==> src/rtl/pwr_access_gate.sv <==
module pwr_access_gate #(
  parameter int ADDR_W = 8,
  parameter int DATA_W = 16,
  parameter int NUM_CLK = 4,
  parameter int RX_IDX = 1,
  parameter int WAKE_DLY = 16,
  parameter logic [ADDR_W-1:0] PWR_ADDR = 'h54,
  parameter logic [ADDR_W-1:0] TEST_ADDR = 'h64
) (
  input  logic              clk,
  input  logic              rst_n,
  input  logic              h_req,
  input  logic              h_we,
  input  logic [ADDR_W-1:0] h_addr,
  input  logic [DATA_W-1:0] h_wdata,
  output logic [DATA_W-1:0] h_rdata,
  output logic              rf_req,
  output logic              rf_we,
  output logic [ADDR_W-1:0] rf_addr,
  output logic [DATA_W-1:0] rf_wdata,
  input  logic [DATA_W-1:0] rf_rdata,
  output logic              ready,
  output logic [NUM_CLK-1:0] clk_en,
  output logic              viol
);

  localparam int CNT_W = $clog2(WAKE_DLY + 1);
  localparam logic [NUM_CLK-1:0] RX_MASK = NUM_CLK'(1) << RX_IDX;
  localparam logic [CNT_W-1:0] CNT_ONE = CNT_W'(1);

  typedef enum logic [1:0] {PS_D0 = 2'b00, PS_D1 = 2'b01, PS_D2 = 2'b10} pstate_t;

  pstate_t          pstate;
  logic             rdy_q;
  logic [CNT_W-1:0] wcnt;

  wire hit_pwr  = h_addr == PWR_ADDR;
  wire hit_test = h_addr == TEST_ADDR;
  wire pwr_rd   = h_req & ~h_we & hit_pwr;
  wire pwr_wr   = h_req & h_we & hit_pwr & rdy_q;
  wire wake     = h_req & h_we & hit_test & ~rdy_q;
  wire blocked  = h_req & ~rdy_q & ~pwr_rd & ~wake;
  wire new_ok   = h_wdata[1:0] != 2'b11;

  assign rf_req   = h_req & rdy_q & ~hit_pwr;
  assign rf_we    = h_we;
  assign rf_addr  = h_addr;
  assign rf_wdata = h_wdata;
  assign ready    = rdy_q;

  assign h_rdata = pwr_rd ? {{(DATA_W-3){1'b0}}, rdy_q, pstate}
                 : (rf_req & ~h_we) ? rf_rdata : '0;

  always_comb begin
    case (pstate)
      PS_D0:   clk_en = '1;
      PS_D1:   clk_en = RX_MASK;
      default: clk_en = '0;
    endcase
  end

  always_ff @(posedge clk or negedge rst_n) begin
    if (!rst_n) begin
      pstate <= PS_D0;
      rdy_q  <= 1'b1;
      wcnt   <= '0;
      viol   <= 1'b0;
    end else begin
      viol <= blocked;
      if (wake) begin
        pstate <= PS_D0;
        wcnt   <= CNT_W'(WAKE_DLY);
      end else begin
        if (wcnt != '0) begin
          wcnt <= wcnt - CNT_ONE;
          if (wcnt == CNT_ONE) rdy_q <= 1'b1;
        end
        if (pwr_wr && new_ok) begin
          pstate <= pstate_t'(h_wdata[1:0]);
          rdy_q  <= h_wdata[1:0] == PS_D0;
        end
      end
    end
  end

  AST_LOWPWR_NOT_READY: assert property (@(posedge clk) disable iff (!rst_n)
    (pstate != PS_D0) |-> !ready);
  AST_NO_FWD_ASLEEP: assert property (@(posedge clk) disable iff (!rst_n)
    !ready |-> !rf_req);
  AST_BLOCKED_RD_ZERO: assert property (@(posedge clk) disable iff (!rst_n)
    (h_req && !h_we && !ready && !hit_pwr) |-> (h_rdata == '0));
  AST_VIOL_HAS_CAUSE: assert property (@(posedge clk) disable iff (!rst_n)
    viol |-> $past(h_req));
  AST_WAKE_ALL_ON: assert property (@(posedge clk) disable iff (!rst_n)
    wake |=> (clk_en == '1));
  AST_READY_AFTER_DELAY: assert property (@(posedge clk) disable iff (!rst_n)
    $rose(ready) |-> ($past(wcnt) == CNT_ONE));

endmodule

==> config.mk <==
export PLATFORM = sky130hd
export DESIGN_NAME = pwr_access_gate
export DESIGN_NICKNAME = d
export VERILOG_FILES = /design/src/rtl/pwr_access_gate.sv
export SDC_FILE = /design/constraint.sdc
export NUM_CORES = 1
export LEC_CHECK = 0
export ABC_AREA = 1
export BUFFER_PORTS_ARGS = -buffer_cell sky130_fd_sc_hd__clkbuf_2
export CORE_MARGIN = 5
export CORE_UTILIZATION = 35
export CTS_BUF_LIST = sky130_fd_sc_hd__clkbuf_4 sky130_fd_sc_hd__clkbuf_8
export CTS_CLUSTER_SIZE = 10
export DETAILED_ROUTE_END_ITERATION = 12
export GPL_TIMING_DRIVEN = 0
export HOLD_SLACK_MARGIN = 0.06
export PLACE_DENSITY = 0.78
export SLEW_MARGIN = 20
export SYNTH_ARGS = -nofsm -noshare
export SYNTH_HDL_FRONTEND = slang
export SYNTH_SLANG_ARGS = --single-unit
==> constraint.sdc <==
create_clock -name clk -period 1.7 [get_ports clk]
set_input_delay 0.17 -clock clk [delete_from_list [all_inputs] [get_ports clk]]
set_output_delay 0.17 -clock clk [all_outputs]
set_load 0.01 [all_outputs]
==> out/results.ini, run 1 <==
[clock_network]
cts_inserted_buffers=3
cts_sinks=9
cts_root_buf=clkbuf_4
clkLatencyLatePin_ns=0.25
clk_pin_slew_ns=0.06
cts_tree=yes
clockBufferDepth=2
htree_num_levels=1

[place]
placed_cell_area_sq_um=1380
post-place-ws_ns=0.199
gp_congestion=0.708
port_buffers=77
dpl.hpwl_microns=2180

[synthesis]
yosys-top-cells-area=buf_4 21%, dfrtp_1 21%, inv_1 13%, nand2_1 9.4%, nor2_2 7.8%
synthCells=146
synth_top_area_cell=buf_4
netlist.area_leader.share=0.212
syn_nets=192
ys_types=19
synth.ff_latch_count=9
syn_avg_cell_area_sq_um=6.56
yosysSeqAreaShare=0.237
synth_warnings=0
syn_area_sq_um=957

[pwr]
p_per_area_nw_per_um2=652
vdd_drop_max_mv=0.590
power.leakage_uw=0.000963

[timing]
whs_ns=0.213
setup_slack_ns=0.0887
period_minus_slack_ns=1.61
worst_pin_slew_ns=0.284
setup_viol=0
fin_worst_skew_ns=0.000421
slew_violations=0
slew-limit-headroom=0.810
max_freq_mhz=621
hold_viol=0
period_share=0.948

[global_routing]
grt_start_max_net_pins=11
grt_first_pass_wirelength_microns=4150
grtUsageTotal=0.124
grt_overflow=0
antenna_found_initial=0
grt_pass1_vias=1002

[route]
vias=1090
via_per_inst=4.16
drt_pass1_iterations=4
drt_iter0_drc=22
routed_wl_microns=2490
post_drt_wl_per_cell_microns=9.50
ant_nets=0
drcViolationCount=0

[floorplanning]
dieArea_sq_um=3880
ios=92
std_cell_rows=19
die_y_microns=62.3
coreArea_sq_um=2690
start_util=0.356
die_x_microns=62.3

[setup_path]
crit_path_start_kind=flip-flop
cpPeakStageDelay_ns=0.54
endpoint_kind=output port
crit_arrival_ns=1.44
crit_fanout=10
path_cells=nand2_2 > nor2_4 > nand2_4 > buf_12 > nor2_2 > clkbuf_2
path_class=flip-flop to output port
required_ns=1.53
slowest_stage=dfstp_2

[run]
max-cap-violations=0

[layout]
multi_input_area_sq_um=408
syn_to_final_growth_pct=53.3
fin_area_sq_um=1470
register_area_sq_um=226
final_common_cell=clkbuf_2
fillers=276
finish.utilization=0.546
antenna_cells=0
fin_nets=278
layout_common_cells=76 x clkbuf_2, 32 x inv_1, 30 x buf_4
drive_gt1_frac=0.580

[status]
status=complete, no violations

[min_path]
hold_class=input port to flip-flop

cell families (layout without fill, tap and decap cells):
family                   Yosys count  count (layout)  share of synthesized area
AND/OR/NAND/NOR                   65              65                      0.335
buffers and inverters             61             146                      0.353
AO/OA/AOI/OAI                      9               9                     0.0497
flip-flops                         9               9                      0.237
adder cells (fa/ha/maj)            2               2                     0.0261
where the power goes:
group,total [uW],internal [uW],switching [uW]
combinational,469,222,248
clock,176,106,69.7
sequential,311,268,42.7
total,956,597,360
through the flow:
stage               instances   TNS, ns  power, uW
floorplan                 146         0        626
global route              262  -0.00700       1070
detailed placement        254         0        767
global placement          254         0        752
CTS                       261         0        955
finish                    262         0        956
area by class of cell:
type                    count  share of cell area
multi-input cells          76               0.278
well taps                  31              0.0264
flip-flops and latches      9               0.154
plain buffers              28               0.152
inverters                  33              0.0844
clock buffers               4              0.0205
repair buffers             81               0.285
state kept, by name, indices dropped and copies added, names as in the netlist:
| name | cells |
|---|---|
| viol | 1 |
| ready | 1 |
| wcnt | 5 |
| pstate | 2 |
path summary, 6_finish.rpt:
kind                              start     endpoint  slack [ns]  cells past startpoint
worst min register to register  wcnt[1]      wcnt[1]        0.52                      2
worst min-delay path              h_req         viol        0.21                      3
worst max-delay path              ready  h_rdata[10]        0.09                      6
worst max register to register  wcnt[0]      wcnt[2]        0.29                      9
max in group asynchronous         rst_n        ready        1.14                      2
min in group asynchronous         rst_n      wcnt[0]        0.31                      2
Yosys cell counts, drive strengths merged:
library cell	n
a21oi	5
buf	28
dfrtp	8
dfstp	1
ha	2
inv	33
nand2	27
nand3	10
nand4	1
nor2	24
nor3	3
o211ai	1
o21ai	3
worst max-delay path, delay by kind of cell, from the launching register on:
kind          cells  cell delay [ns]
buf+inv           2             0.28
flops             1             0.54
simple gates      4             0.36
metal layers:
metal	vias to the layer above	share of wire	global-route usage
li1	576	-	-
met1	448	0.37	0.142
met2	64	0.46	0.196
met3	2	0.16	0.0793
met4	0	0.0040	0.0239
met5	-	0	0
what timing repair did:
action | 4_1_cts | 5_1_grt
resized for setup | 0 | 7
setup endpoints to repair | 10 | 4
pin swaps | 1 | 1
hold endpoints to repair | 9 | 0
gates cloned | 0 | 0
hold buffers | 1 | 0
setup buffers | 2 | 1
(Power assumes the default switching activity.)
==> run 2: changes to the inputs <==
--- a/config.mk
+++ b/config.mk
@@ -6,15 +6,14 @@
 export NUM_CORES = 1
 export LEC_CHECK = 0
 export ABC_AREA = 1
-export BUFFER_PORTS_ARGS = -buffer_cell sky130_fd_sc_hd__clkbuf_2
 export CORE_MARGIN = 5
 export CORE_UTILIZATION = 35
 export CTS_BUF_LIST = sky130_fd_sc_hd__clkbuf_4 sky130_fd_sc_hd__clkbuf_8
 export CTS_CLUSTER_SIZE = 10
 export DETAILED_ROUTE_END_ITERATION = 12
+export DONT_BUFFER_PORTS = 1
 export GPL_TIMING_DRIVEN = 0
 export HOLD_SLACK_MARGIN = 0.06
-export PLACE_DENSITY = 0.78
 export SLEW_MARGIN = 20
 export SYNTH_ARGS = -nofsm -noshare
 export SYNTH_HDL_FRONTEND = slang
==> run 2 against run 1 <==
Effect of this change: non-clock buffer count decreased by 79; sequential cell count is the same; worst setup slack worse by 0.083 ns; largest power group unchanged; highest routed layer unchanged.
==> out/results.ini, run 2 (same netlist as run 1, synthesis figures left out) <==
[timing]
setup_viol=0
period_share=0.997
slew-limit-headroom=0.726
worst_pin_slew_ns=0.410
slew_violations=0
period_minus_slack_ns=1.69
tns_ns=0
fin_worst_skew_ns=0.000486
hold_viol=0
rsz0062_at_grt=yes
setup_slack_ns=0.00541
max_freq_mhz=590

[place]
port_buffers=0
post-place-ws_ns=0.205
dpl.hpwl_microns=1910
gp_congestion=0.762
placed_cell_area_sq_um=996

[route]
via_per_inst=4.60
drt_pass1_iterations=4
drt_iter0_drc=18
post_drt_wl_per_cell_microns=12.4
drcViolationCount=0
vias=841
ant_nets=0
routed_wl_microns=2260

[pwr]
power.leakage_uw=0.000632
sw_frac_of_total=0.385
power.total_uw=880
p_int_uw=541
p_switching_uw=339
vdd_drop_max_mv=0.752
clkPwrFrac=0.196
seqPwrFrac=0.351
p_per_area_nw_per_um2=797
comb_power_share=0.453

[layout]
largest_register=wcnt
syn_to_final_growth_pct=15.4
fin_area_sq_um=1100
drive_gt1_frac=0.349
largest_reg_flops=5
final_common_cell=inv_1
fillers=278
antenna_cells=0
top_regs=wcnt (5), pstate (2)
layout_common_cells=32 x inv_1, 27 x buf_4, 22 x nand2_1
fin_nets=199

[run]
max-cap-violations=0

[clock_network]
cts_sinks=9
cts_inserted_buffers=3
clk_pin_slew_ns=0.05
htree_num_levels=1
post-cts-setup-buffers=0
cts_root_buf=clkbuf_4
clkLatencyLatePin_ns=0.25
cts_tree=yes
clockBufferDepth=2

[setup_path]
endpoint_kind=output port
crit_arrival_ns=1.52
crit_path_start_kind=flip-flop
required_ns=1.53
path_class=flip-flop to output port
crit_fanout=10
r2r_slack_ns=0.17

[floorplanning]
die_y_microns=62.3
start_util=0.356
dieArea_sq_um=3880
die_x_microns=62.3
std_cell_rows=19
coreArea_sq_um=2690
ios=92

[min_path]
hold_class=input port to flip-flop

[global_routing]
grt_overflow=0
grtUsageTotal=0.109
grt_first_pass_wirelength_microns=3640
grt_start_max_net_pins=11
grt_pass1_vias=804
antenna_found_initial=0

[status]
status=complete, no violations

## run 2: cell count changes in the layout (fill, tap and decap cells not counted)
cell           before  now
buf_2               1    0
nor3_2              1    0
nor3_1              2    3
dlygate4sd3_1       1    2
nor2_4              3   11
nor2_2             11    3
buf_4              30   27
clkbuf_2           76    0
## run 2: per-stage QoR
step                      cells  hold slack, ns   util
after floorplan             146          -0.126      -
after global placement      177          -0.125  0.371
after detailed placement    177          -0.125  0.371
after CTS                   183          0.0706  0.410
after global routing        183          0.0697  0.411
final                       183          0.0752  0.411
## run 2: power by group through the flow
stage | Sequential (uW) | Clock [uW] | Combinational, uW
6_report | 309 | 173 | 399
5_1_grt | 317 | 197 | 467
4_1_cts | 308 | 182 | 399
3_5_place_dp | 310 | 0 | 375
3_3_place_gp | 308 | 0 | 359
2_1_floorplan | 302 | 0 | 324
## run 2: area by class of cell
class	instances	area, sq um	area share
timing repair buffer	2	20.0	0.0181
buffer	28	223	0.202
multi-input combinational	76	443	0.401
inverter	33	124	0.112
clock buffer	4	30.0	0.0272
sequential	9	226	0.205
tap	31	38.8	0.0351
## run 2: path summary, 6_finish.rpt
check	cells past startpoint	start	to
worst max-delay path	5	ready	h_rdata[10]
worst max register to register	9	wcnt[0]	wcnt[2]
min in group asynchronous	1	rst_n	wcnt[0]
worst min register to register	2	wcnt[1]	wcnt[1]
worst min-delay path	2	h_wdata[0]	pstate[0]
max in group asynchronous	1	rst_n	ready
## run 2: worst max-delay path: stages, from the launching register on
cell     delay (ns)
dfstp_2        0.62
nand2_2        0.09
nor2_4         0.19
nand2_4        0.10
buf_12         0.17
nor2_4         0.11
## run 2: metal layers
layer / GRT usage / vias to the layer above / part of all wire
met5: 0 / - / 0
met2: 0.198 / 44 / 0.55
met1: 0.108 / 380 / 0.32
li1: - / 415 / -
met4: 0.0159 / 0 / 0.0018
met3: 0.0631 / 2 / 0.12
## run 2: what timing repair did
| item | CTS | global route |
|---|---|---|
| endpoints found under the hold margin | 10 | 0 |
| resized for setup | 12 | 1 |
| setup endpoints to repair | 10 | 12 |
| hold buffers | 2 | 0 |
| pin swaps | 2 | 0 |
==> run 3: changes to the inputs <==
--- a/config.mk
+++ b/config.mk
@@ -6,6 +6,7 @@
 export NUM_CORES = 1
 export LEC_CHECK = 0
 export ABC_AREA = 1
+export CORE_ASPECT_RATIO = 1.75
 export CORE_MARGIN = 5
 export CORE_UTILIZATION = 35
 export CTS_BUF_LIST = sky130_fd_sc_hd__clkbuf_4 sky130_fd_sc_hd__clkbuf_8
@@ -14,7 +15,7 @@
 export DONT_BUFFER_PORTS = 1
 export GPL_TIMING_DRIVEN = 0
 export HOLD_SLACK_MARGIN = 0.06
-export SLEW_MARGIN = 20
+export SLEW_MARGIN = 10
 export SYNTH_ARGS = -nofsm -noshare
 export SYNTH_HDL_FRONTEND = slang
 export SYNTH_SLANG_ARGS = --single-unit
==> run 3 against run 2 <==
Effect of this change: fmax barely moved; core utilization increased by 0.47 points; non-clock buffer count decreased by 1; clock power increased by 52%; clock-buffer cell count unchanged.
==> out/results.ini, run 3 (same netlist as run 1, synthesis figures left out) <==
[floorplanning]
dieArea_sq_um=3920
std_cell_rows=25
die_x_microns=49.5
ios=92
start_util=0.360
die_y_microns=79.2
coreArea_sq_um=2660

[timing]
slew_violations=0
tns_ns=0
hold_viol=0
worst_pin_slew_ns=0.401
period_share=0.997
fin_worst_skew_ns=0.000772
period_minus_slack_ns=1.69
setup_viol=0
whs_ns=0.103
max_freq_mhz=590
setup_slack_ns=0.00575
slew-limit-headroom=0.732
rsz0062_at_grt=yes

[global_routing]
antenna_found_initial=0
grt_first_pass_wirelength_microns=3590
grt_overflow=0
grt_pass1_vias=838
grt_start_max_net_pins=11
grtUsageTotal=0.111

[setup_path]
endpoint_kind=output port
crit_path_start_kind=flip-flop
cpPeakStageDelay_ns=0.61
path_class=flip-flop to output port
crit_top_cell=nor2_4
ff2ff_path_depth=9
crit_fanout=10
path_cells=nand2_2 > nor2_4 > nand2_4 > buf_12 > nor2_4
crit_arrival_ns=1.52
required_ns=1.53
rr_endpoint=wcnt[2]
r2r_start=wcnt[0]
slowest_stage=dfstp_2
r2r_slack_ns=0.20

[route]
ant_nets=0
drt_pass1_iterations=4
drt_iter0_drc=18
drcViolationCount=0
vias=853
routed_wl_microns=2370
via_per_inst=4.79
post_drt_wl_per_cell_microns=13.3

[clock_network]
cts_sinks=9
clkLatencyLatePin_ns=0.23
clk_pin_slew_ns=0.04
cts_tree=yes
cts_inserted_buffers=3
htree_num_levels=1
clockBufferDepth=2
cts_root_buf=clkbuf_8
post-cts-setup-buffers=0

[min_path]
hp-start=h_wdata[0]
hold_class=input port to flip-flop
holdPathEnd=pstate[0]
hold_depth=2

[layout]
fin_nets=198
fin_area_sq_um=1110
final_common_cell=inv_1
antenna_cells=0
finalNonFillerCells=178
multi_input_area_sq_um=440
layout_common_cells=32 x inv_1, 27 x buf_4, 23 x nand2_1
largest_register=wcnt
register_area_sq_um=226
drive_gt1_frac=0.344
syn_to_final_growth_pct=15.6
fillers=273
largest_reg_flops=5
top_regs=wcnt (5), pstate (2)

[pwr]
p_per_area_nw_per_um2=875
power.leakage_uw=0.000635
vdd_drop_max_mv=0.812

[place]
placed_cell_area_sq_um=991
gp_congestion=0.730
port_buffers=0
dpl.hpwl_microns=2090
post-place-ws_ns=0.207
dp.cells=173

[run]
max-cap-violations=0

[status]
status=complete, no violations

[run 3: where the power goes]
group | switching (uW) | internal, uW | total, uW
sequential | 44.8 | 269 | 314
combinational | 227 | 163 | 390
clock | 83.7 | 179 | 263
[run 3: critical path, delay by kind of cell (launching register included)]
kind / cells / cell delay, ns
buffers and inverters: 1 / 0.17
DFF: 1 / 0.61
and+or+nand+nor: 4 / 0.51
[run 3: per-stage QoR]
stage | total power (uW) | utilization
floorplan | 626 | -
global placement | 670 | 0.373
detailed placement | 686 | 0.373
CTS | 964 | 0.395
global route | 1050 | 0.416
finish | 967 | 0.416
[run 3: cell type report]
cell class / count / area share
Buffer: 28 / 0.201
Clock buffer: 4 / 0.0441
Inverter: 33 / 0.112
Multi-Input combinational cell: 76 / 0.398
Sequential cell: 9 / 0.205
Tap cell: 27 / 0.0305
Timing Repair Buffer: 1 / 0.00905
[run 3: worst max path at each step]
stage,start,endpoint,slack [ns]
2_1_floorplan,ready,h_rdata[10],0.32
3_3_place_gp,ready,h_rdata[10],0.22
3_5_place_dp,ready,h_rdata[12],0.21
4_1_cts,ready,h_rdata[12],-0.03
5_1_grt,ready,h_rdata[13],-0.09
6_report,ready,h_rdata[10],0.006
[run 3: layer usage]
layer	wire (microns)	up-vias	GRT usage
met5	0	-	0
met4	27	0	0.0499
met3	298	2	0.0469
met2	1330	53	0.216
met1	704	386	0.0926
li1	-	412	-
[run 3: repair_timing]
action	4_1_cts	5_1_grt
resized for setup	0	12
cloned	0	0
hold endpoints to repair	9	0
endpoints found under the setup margin	10	10
hold buffers	1	0
pin swaps	1	1
